$ cat config.mk
export PLATFORM = sky130hd
export DESIGN_NAME = async_fmt_baud
export DESIGN_NICKNAME = d
export VERILOG_FILES = /design/src/rtl/async_fmt_baud_pkg.sv /design/src/rtl/afb_cfg_regs.sv /design/src/rtl/afb_fmt_decode.sv /design/src/rtl/afb_divider.sv /design/src/rtl/afb_prescaler.sv /design/src/rtl/async_fmt_baud.sv
export SDC_FILE = /design/constraint.sdc
export NUM_CORES = 1
export LEC_CHECK = 0
export ABC_CLOCK_PERIOD_IN_PS = 4250
export BUFFER_PORTS_ARGS = -buffer_cell sky130_fd_sc_hd__buf_2
export CAP_MARGIN = 20
export CORE_ASPECT_RATIO = 0.5
export CORE_MARGIN = 3
export CORE_UTILIZATION = 64
export DETAILED_ROUTE_END_ITERATION = 16
export PLACE_DENSITY_LB_ADDON = 0.1
export RECOVER_POWER = 50
export SLEW_MARGIN = 30
export SYNTH_ARGS = -nofsm -noshare
export SYNTH_HDL_FRONTEND = slang
export SYNTH_SLANG_ARGS = --single-unit
$ cat constraint.sdc
create_clock -name clk -period 4.25 [get_ports clk]
set_clock_uncertainty 0.1 [all_clocks]
set_input_delay 0 -clock clk [delete_from_list [all_inputs] [get_ports clk]]
set_output_delay 0 -clock clk [all_outputs]
set_load 0.02 [all_outputs]
$ cat src/rtl/async_fmt_baud_pkg.sv
package async_fmt_baud_pkg;

  localparam int unsigned BYTE_W = 8;
  localparam int unsigned TC_W   = 16;
  localparam int unsigned PRE_W  = 6;

  // line-mode byte field positions
  localparam int unsigned PAR_EN_BIT   = 0;
  localparam int unsigned PAR_EVEN_BIT = 1;
  localparam int unsigned STOP_LO      = 2;
  localparam int unsigned CMODE_LO     = 6;
  // character-format byte field position
  localparam int unsigned LEN_LO       = 5;

  localparam logic [BYTE_W-1:0] MODE_RST = 8'h04;

  typedef enum logic [1:0] {
    CM_X1  = 2'b00,
    CM_X16 = 2'b01,
    CM_X32 = 2'b10,
    CM_X64 = 2'b11
  } clk_mode_e;

  // non-monotonic length code
  function automatic logic [3:0] len_decode(input logic [1:0] code);
    case (code)
      2'b00:   len_decode = 4'd5;
      2'b01:   len_decode = 4'd7;
      2'b10:   len_decode = 4'd6;
      default: len_decode = 4'd8;
    endcase
  endfunction

  function automatic logic [PRE_W-1:0] pre_last(input clk_mode_e m);
    case (m)
      CM_X1:   pre_last = PRE_W'(0);
      CM_X16:  pre_last = PRE_W'(15);
      CM_X32:  pre_last = PRE_W'(31);
      default: pre_last = PRE_W'(63);
    endcase
  endfunction

endpackage

$ cat src/rtl/afb_cfg_regs.sv
module afb_cfg_regs
  import async_fmt_baud_pkg::*;
(
  input  logic              clk,
  input  logic              rst_n,
  input  logic              mode_we,
  input  logic              frame_we,
  input  logic              tc_lo_we,
  input  logic              tc_hi_we,
  input  logic [BYTE_W-1:0] wr_data,
  output logic [BYTE_W-1:0] mode_q,
  output logic [BYTE_W-1:0] frame_q,
  output logic [TC_W-1:0]   tc_q,
  output logic              restart
);

  logic [BYTE_W-1:0] mode_d, frame_d;
  logic [TC_W-1:0]   tc_d;

  always_comb begin
    mode_d  = mode_q;
    frame_d = frame_q;
    tc_d    = tc_q;
    if (mode_we)  mode_d  = wr_data;
    if (frame_we) frame_d = wr_data;
    if (tc_lo_we) tc_d[BYTE_W-1:0] = wr_data;
    if (tc_hi_we) tc_d[TC_W-1:BYTE_W] = wr_data;
  end

  assign restart = mode_we | tc_lo_we | tc_hi_we;

  always_ff @(posedge clk or negedge rst_n) begin
    if (!rst_n) begin
      mode_q  <= MODE_RST;
      frame_q <= '0;
      tc_q    <= '0;
    end else begin
      mode_q  <= mode_d;
      frame_q <= frame_d;
      tc_q    <= tc_d;
    end
  end

endmodule

$ cat src/rtl/afb_fmt_decode.sv
module afb_fmt_decode
  import async_fmt_baud_pkg::*;
(
  input  logic [BYTE_W-1:0] mode_q,
  input  logic [BYTE_W-1:0] frame_q,
  output logic              par_en,
  output logic              par_even,
  output logic              two_stop,
  output logic [3:0]        char_bits,
  output clk_mode_e         cmode
);

  always_comb begin
    par_en    = mode_q[PAR_EN_BIT];
    par_even  = mode_q[PAR_EVEN_BIT];
    two_stop  = (mode_q[STOP_LO+1:STOP_LO] == 2'b11);
    char_bits = len_decode(frame_q[LEN_LO+1:LEN_LO]);
    cmode     = clk_mode_e'(mode_q[CMODE_LO+1:CMODE_LO]);
  end

endmodule

$ cat src/rtl/afb_divider.sv
module afb_divider
  import async_fmt_baud_pkg::*;
#(
  parameter int unsigned W = TC_W
) (
  input  logic         clk,
  input  logic         rst_n,
  input  logic [W-1:0] tc,
  input  logic         restart,
  output logic         hit
);

  localparam int unsigned CW = W + 1;

  logic [CW-1:0] cnt_q, cnt_d, last;

  assign last = {1'b0, tc} + CW'(1);
  assign hit  = (cnt_q == last);

  always_comb begin
    if (restart || hit) cnt_d = '0;
    else                cnt_d = cnt_q + CW'(1);
  end

  always_ff @(posedge clk or negedge rst_n) begin
    if (!rst_n) cnt_q <= '0;
    else        cnt_q <= cnt_d;
  end

endmodule

$ cat src/rtl/afb_prescaler.sv
module afb_prescaler
  import async_fmt_baud_pkg::*;
(
  input  logic      clk,
  input  logic      rst_n,
  input  logic      hit,
  input  clk_mode_e cmode,
  input  logic      restart,
  output logic      tick
);

  logic [PRE_W-1:0] pre_q, pre_d, plast;
  logic             pass, tick_d;

  assign plast = pre_last(cmode);
  assign pass  = hit && (pre_q == plast);

  always_comb begin
    pre_d  = pre_q;
    tick_d = 1'b0;
    if (restart) begin
      pre_d = '0;
    end else if (hit) begin
      pre_d  = pass ? '0 : pre_q + PRE_W'(1);
      tick_d = pass;
    end
  end

  always_ff @(posedge clk or negedge rst_n) begin
    if (!rst_n) begin
      pre_q <= '0;
      tick  <= 1'b0;
    end else begin
      pre_q <= pre_d;
      tick  <= tick_d;
    end
  end

endmodule

$ cat src/rtl/async_fmt_baud.sv
module async_fmt_baud
  import async_fmt_baud_pkg::*;
(
  input  logic       clk,
  input  logic       rst_n,
  input  logic       mode_we,
  input  logic       frame_we,
  input  logic       tc_lo_we,
  input  logic       tc_hi_we,
  input  logic [7:0] wr_data,
  output logic       par_en,
  output logic       par_even,
  output logic       two_stop,
  output logic [3:0] char_bits,
  output logic       baud_tick
);

  logic              rst_meta, rst_sync_n;
  logic [BYTE_W-1:0] mode_q, frame_q;
  logic [TC_W-1:0]   tc_q;
  logic              restart, hit;
  clk_mode_e         cmode;

  always_ff @(posedge clk or negedge rst_n) begin
    if (!rst_n) begin
      rst_meta   <= 1'b0;
      rst_sync_n <= 1'b0;
    end else begin
      rst_meta   <= 1'b1;
      rst_sync_n <= rst_meta;
    end
  end

  afb_cfg_regs u_regs (
    .clk(clk), .rst_n(rst_sync_n),
    .mode_we(mode_we), .frame_we(frame_we),
    .tc_lo_we(tc_lo_we), .tc_hi_we(tc_hi_we),
    .wr_data(wr_data),
    .mode_q(mode_q), .frame_q(frame_q), .tc_q(tc_q), .restart(restart)
  );

  afb_fmt_decode u_dec (
    .mode_q(mode_q), .frame_q(frame_q),
    .par_en(par_en), .par_even(par_even), .two_stop(two_stop),
    .char_bits(char_bits), .cmode(cmode)
  );

  afb_divider #(.W(TC_W)) u_div (
    .clk(clk), .rst_n(rst_sync_n), .tc(tc_q), .restart(restart), .hit(hit)
  );

  afb_prescaler u_pre (
    .clk(clk), .rst_n(rst_sync_n), .hit(hit), .cmode(cmode),
    .restart(restart), .tick(baud_tick)
  );

endmodule

[After elaboration in Yosys (flattened, before gate mapping)]
Cells that the tools add are included.
Storage, ports and cells
  bits in registers: 57
  latch bits: 0
  bits in writable memories: 0
  memory bits (read-only): 0
  word-level logic and storage cells: 34
  memories: 0
Operators by class
  add/sub/neg operators: 3
  multiply operators: 0
  divide/modulo/power cells: 0
  magnitude comparators: 0
  eq/ne operators: 7
  shift operators: 0
  multiplexer cells: 8
  bitwise operators: 2
  reductions and logical operators: 5
Operators by type and width (number)
  6-bit 2-to-1 mux: 3
  6-bit one-hot mux with 3 select lines: 1
  16-bit by 1-bit adder with 17-bit output (second input constant): 1
  17-bit by 1-bit adder with 17-bit output (second input constant): 1
  17-bit equality test: 1
  17-bit 2-to-1 mux: 1
  4-bit one-hot mux with 3 select lines: 1
  6-bit by 1-bit adder with 6-bit output (second input constant): 1
  2-bit equality test (second input constant): 3
  6-bit equality test: 1
  2-bit by 1-bit equality test with 1-bit output (second input constant): 2
  2-bit logical NOT: 2
  1-bit 2-to-1 mux: 2
  1-bit OR: 2
  2-bit nonzero test: 1
  1-bit logical AND: 1
  1-bit logical OR: 1

[Longest topological paths before layout]
  depth after elaboration: 7
  mapped depth: 10
  gate-level depth less buffers: 8

[Hierarchy]
Synthesis repeated with hierarchy kept, for this count alone.
Second synthesis, totals
  cell total of the unflattened synthesis: 304
  area total of the unflattened synthesis: 3278.1 um2
Modules (own cells, without submodules)
  afb_divider: instances 1, cells an instance 180, area each 1545.2 um2
  afb_cfg_regs: instances 1, cells an instance 69, area each 1197.4 um2
  afb_prescaler: instances 1, cells an instance 40, area each 386.6 um2
  afb_fmt_decode: instances 1, cells an instance 12, area each 95.1 um2
  async_fmt_baud: instances 1, cells an instance 3, area each 53.8 um2

[Worst setup path before layout]
OpenSTA, ideal clock, no wires.
  path kind: register to register
  from: register u_regs.tc_q[0]
  to: register u_pre.pre_q[3]
  setup time: 0.078 ns
  arrival time: 2.464 ns
  slack: 1.608 ns
  cell stages (with the launch flop): 10
  path buffers: 1
  clock period less this slack: 2.642 ns
  path through: dfrtp_1 > ha_1 > and3_2 > and4_2 > a2111o_1 > a211oi_2 > nand3b_1 > buf_6 > or4_1 > a21oi_1
Between the ends
  cells in the longest elaborated chain, start to end: 6
  elaborated cells between the ends (all ways): 7
Ends and longest elaborated chain
  from (decl): RTL line afb_cfg_regs.sv:13  | output logic [TC_W-1:0] tc_q,
  from (signal assigned): RTL line afb_cfg_regs.sv:40  | tc_q <= tc_d;
  16-bit by 1-bit adder with 17-bit output *: RTL line afb_divider.sv:17  | assign last = {1'b0, tc} + CW'(1);
  17-bit equality test *: RTL line afb_divider.sv:18  | assign hit = (cnt_q == last);
  1-bit logical AND: RTL line afb_prescaler.sv:16  | assign pass = hit && (pre_q == plast);
  6-bit 2-to-1 mux: RTL line afb_prescaler.sv:24  | pre_d = pass ? '0 : pre_q + PRE_W'(1);
  6-bit 2-to-1 mux: RTL line afb_prescaler.sv:23  | end else if (hit) begin
  6-bit 2-to-1 mux: RTL line afb_prescaler.sv:21  | if (restart) begin
  to (signal assigned): RTL line afb_prescaler.sv:34  | pre_q <= pre_d;
  to (decl): RTL line afb_prescaler.sv:12  | logic [PRE_W-1:0] pre_q, pre_d, plast;
Every way passes the cells marked *; elsewhere a longest branch is shown, timed or not. The select of a mux whose other input is x is not followed.
A chain may end at the register's enable or synchronous reset.

[Worst setup path after layout]
  from: register u_regs.tc_q[2]
  to: register u_div.cnt_q[6]
Between the ends
  cells in the longest elaborated chain, start to end: 4
Ends and longest elaborated chain
  16-bit by 1-bit adder with 17-bit output: RTL line afb_divider.sv:17
  17-bit equality test: RTL line afb_divider.sv:18
  1-bit logical OR: RTL line afb_divider.sv:21  | if (restart || hit) cnt_d = '0;
  17-bit 2-to-1 mux: RTL line afb_divider.sv:21
  net u_div.cnt_d[6]: RTL line afb_divider.sv:15  | logic [CW-1:0] cnt_q, cnt_d, last;
  to (signal assigned): RTL line afb_divider.sv:27  | else cnt_q <= cnt_d;
  to (decl): RTL line afb_divider.sv:15
The timed path passes the listed nets, and every way through them passes these cells.

==> flow_metrics.tcl <==
set metrics [dict create \
    status "finished, violations left" \
    violations "capacitance limit, slew limit" \
    slew_violations 49 \
    critPathArrivalTime_ns 3.30 \
    wl_per_cell_um 16.7 \
    ys_seq_area_frac 0.437 \
    async_reset_ff_frac 1.00 \
    seq_area_sq_um 1250 \
    firstDrtPassIters 5 \
    grt_pass1_vias 1991 \
    fillers 278 \
    fin_crit_ns 3.24 \
    cp_max_fo 17 \
    setup_viol 0 \
    hold_viol_final 0 \
    cts_max_level 2 \
    fp-row-count 16 \
    nets 337 \
    syn2layout_area_growth_pct 12.0 \
    drc 0 \
    start_util 0.699 \
    holdWs_ns 0.0603 \
    min_to "u_regs.tc_q[7]" \
    dpl-instance-area_sq_um 2960 \
    setup_slack_ns 1.01 \
    final_cell_area_sq_um 3210 \
    gp_congestion 0.983 \
    layout_commonest_cell "dfrtp_1" \
    synthesis.area_sq_um 2870 \
    startpoint_type "flip-flop" \
    final_cell_mix "dfrtp_1, nor2_1, nand2_1, mux2_2, xnor2_1" \
    cp-end-kind "flip-flop" \
    drive_gt1_frac 0.189 \
    fin_tns_setup_ns 0 \
    crit_required_ns 4.32 \
    ys_ff_latch 50 \
    cts.sinks 50 \
    syn_inst 285 \
    hold_start "tc_lo_we" \
    synthFlopType "dfrtp_1" \
    rsz0062_at_grt "false" \
    ys_warn_count 0 \
    ioPinCount 22 \
    cts_root_buffer "clkbuf_8" \
    die-area_sq_um 5370 \
    synth_top_area_share 0.428 \
    grt_max_degree 49 \
    cts_tree "yes" \
    tightest_slew_ns 1.87 \
    vias 2269 \
    rr_worst_depth 7 \
    drtIter0Drc 196 \
    ant_nets 0 \
    yosysUniqueCellTypes 55 \
    overflow 0 \
    hold_class "input pin to flip-flop" \
    maxCapViolations 1 \
    synth_largest_area_cell "dfrtp_1" \
    antenna-diode-count 0 \
    cts_buffer_depth 2 \
    worst_slew_margin_rel -0.246 \
    synthTopCellsByArea "dfrtp_1, mux2_2, xnor2_1" \
    rrSetupSlack_ns 1.01 \
    finalCritPeriodShare 0.762 \
    clk_latency_ns 0.31 \
    antenna_found_initial 0 \
    grt_pass1_wl_mm 9.96 \
    wl_mm 6.20 \
    dp_hpwl_mm 4.40 \
    power.density_nw_per_um2 304 \
    max_freq_mhz 309 \
    r2r_start "u_regs.tc_q[2]" \
    critPathKind "flip-flop to flip-flop" \
    hold_path_depth 2 \
    worst_r2r_endpoint "u_div.cnt_q[6]" \
    synth_edf_count 0 \
    viasPerCell 6.10 \
    post-place-ws_ns 1.07 \
    peakVddDrop_mv 0.190 \
    grtUsageTotal 0.248 \
    syn_nets 305 \
    die_h_um 53.3 \
    port_buffers 21 \
    p_leak_uw 0.00129 \
    cts_buffers 5 \
    multi_input_area_sq_um 1510 \
    avgSynthCellArea_sq_um 10.1 \
    die_w_um 101 \
    core-area_sq_um 4100 \
    clkTransAtPathRegs_ns 0.09 \
]
==> cell families (layout without fill, tap and decap cells) <==
kind of cell | after synthesis | count (layout) | synth area share
adders and majority gates | 6 | 6 | 0.0262
xor gates and xnor gates | 36 | 36 | 0.110
AOI/OAI and AO/OA | 34 | 34 | 0.0851
other | 1 | 1 | 0.00131
muxes | 24 | 24 | 0.0934
and+or+nand+nor | 114 | 114 | 0.208
buffers and inverters | 20 | 53 | 0.0397
DFF | 50 | 50 | 0.437
==> how the worst max path moves through the flow <==
stage | from | to | depth (start not counted)
6_report | u_regs.tc_q[2] | u_div.cnt_q[6] | 7
4_1_cts | u_regs.tc_q[2] | u_div.cnt_q[14] | 7
5_1_grt | u_regs.tc_q[2] | u_div.cnt_q[6] | 7
2_1_floorplan | u_regs.tc_q[0] | u_pre.pre_q[3] | 9
3_3_place_gp | u_regs.tc_q[0] | u_div.cnt_q[2] | 8
3_5_place_dp | u_regs.tc_q[2] | u_div.cnt_q[14] | 7
==> critical path, stage by stage (launching register included) <==
cell	delay [ns]
dfrtp_1	0.52
nand4_1	0.31
nor3_1	0.43
mux2_2	0.38
o311a_1	0.15
nand3b_1	0.38
o21bai_2	0.69
nor2_1	0.14
==> where the power goes <==
group | internal (uW) | leakage [uW] | switching (uW)
registers | 500 | 0.000640 | 43.0
clock network | 132 | 0.0000482 | 155
logic | 74.5 | 0.000607 | 73.8
total | 706 | 0.00129 | 272
==> final cells by class <==
type / instances / area share
repair buffers: 37 / 0.0814
well taps: 54 / 0.0210
inverters: 8 / 0.00935
flip-flops and latches: 50 / 0.390
clock inverters: 1 / 0.00156
multi-input cells: 215 / 0.470
clock buffers: 7 / 0.0269
==> per-stage QoR <==
stage,power (uW),utilization,std cells
CTS,979,0.783,372
finish,978,0.782,372
global placement,677,0.721,348
global route,1020,0.782,372
detailed placement,685,0.721,348
floorplan,649,-,285
==> sequential cells by signal, indices dropped and copies added, names as in the netlist <==
register and cells:
u_pre.pre_q 6, u_regs.tc_q 16, rst_sync_n 1, u_pre.tick 1, rst_meta 1, u_regs.mode_q 6
u_regs.frame_q 2, u_div.cnt_q 17
==> metal layers <==
layer / vias up / wire length (um) / global-route usage
li1: 1071 / - / -
met1: 1103 / 2990 / 0.363
met2: 81 / 2720 / 0.382
met3: 14 / 414 / 0.0474
met4: 0 / 79 / 0.0515
met5: - / 0 / 0
==> synth_stat cells, types with 2 or more instances <==
library cell and count:
nand4_1 5, and3_1 2, and3_2 4, and4_1 2, xnor2_1 20, buf_6 3, nor4_1 5, mux2_2 22
o31ai_1 2, nand2_1 24, nor2_1 29, buf_4 2, nand3b_1 4, inv_1 8, and2_1 2, nor2b_1 2
dfrtp_1 49, xor2_1 16, ha_1 6, o41ai_1 2, nand4b_1 2, clkbuf_1 5, or3_2 2, nor3b_1 2
nor3_1 7, or3_1 3, mux2i_1 2, o21ai_0 6, a21oi_1 9, nand3_1 13
==> timing repair <==
item	CTS	global route
hold endpoints to repair	26	0
setup endpoints to repair	0	0
hold buffers	16	0
buffers inserted	0	0
gates resized for setup	0	0
Power figures use the tool's default switching activity.
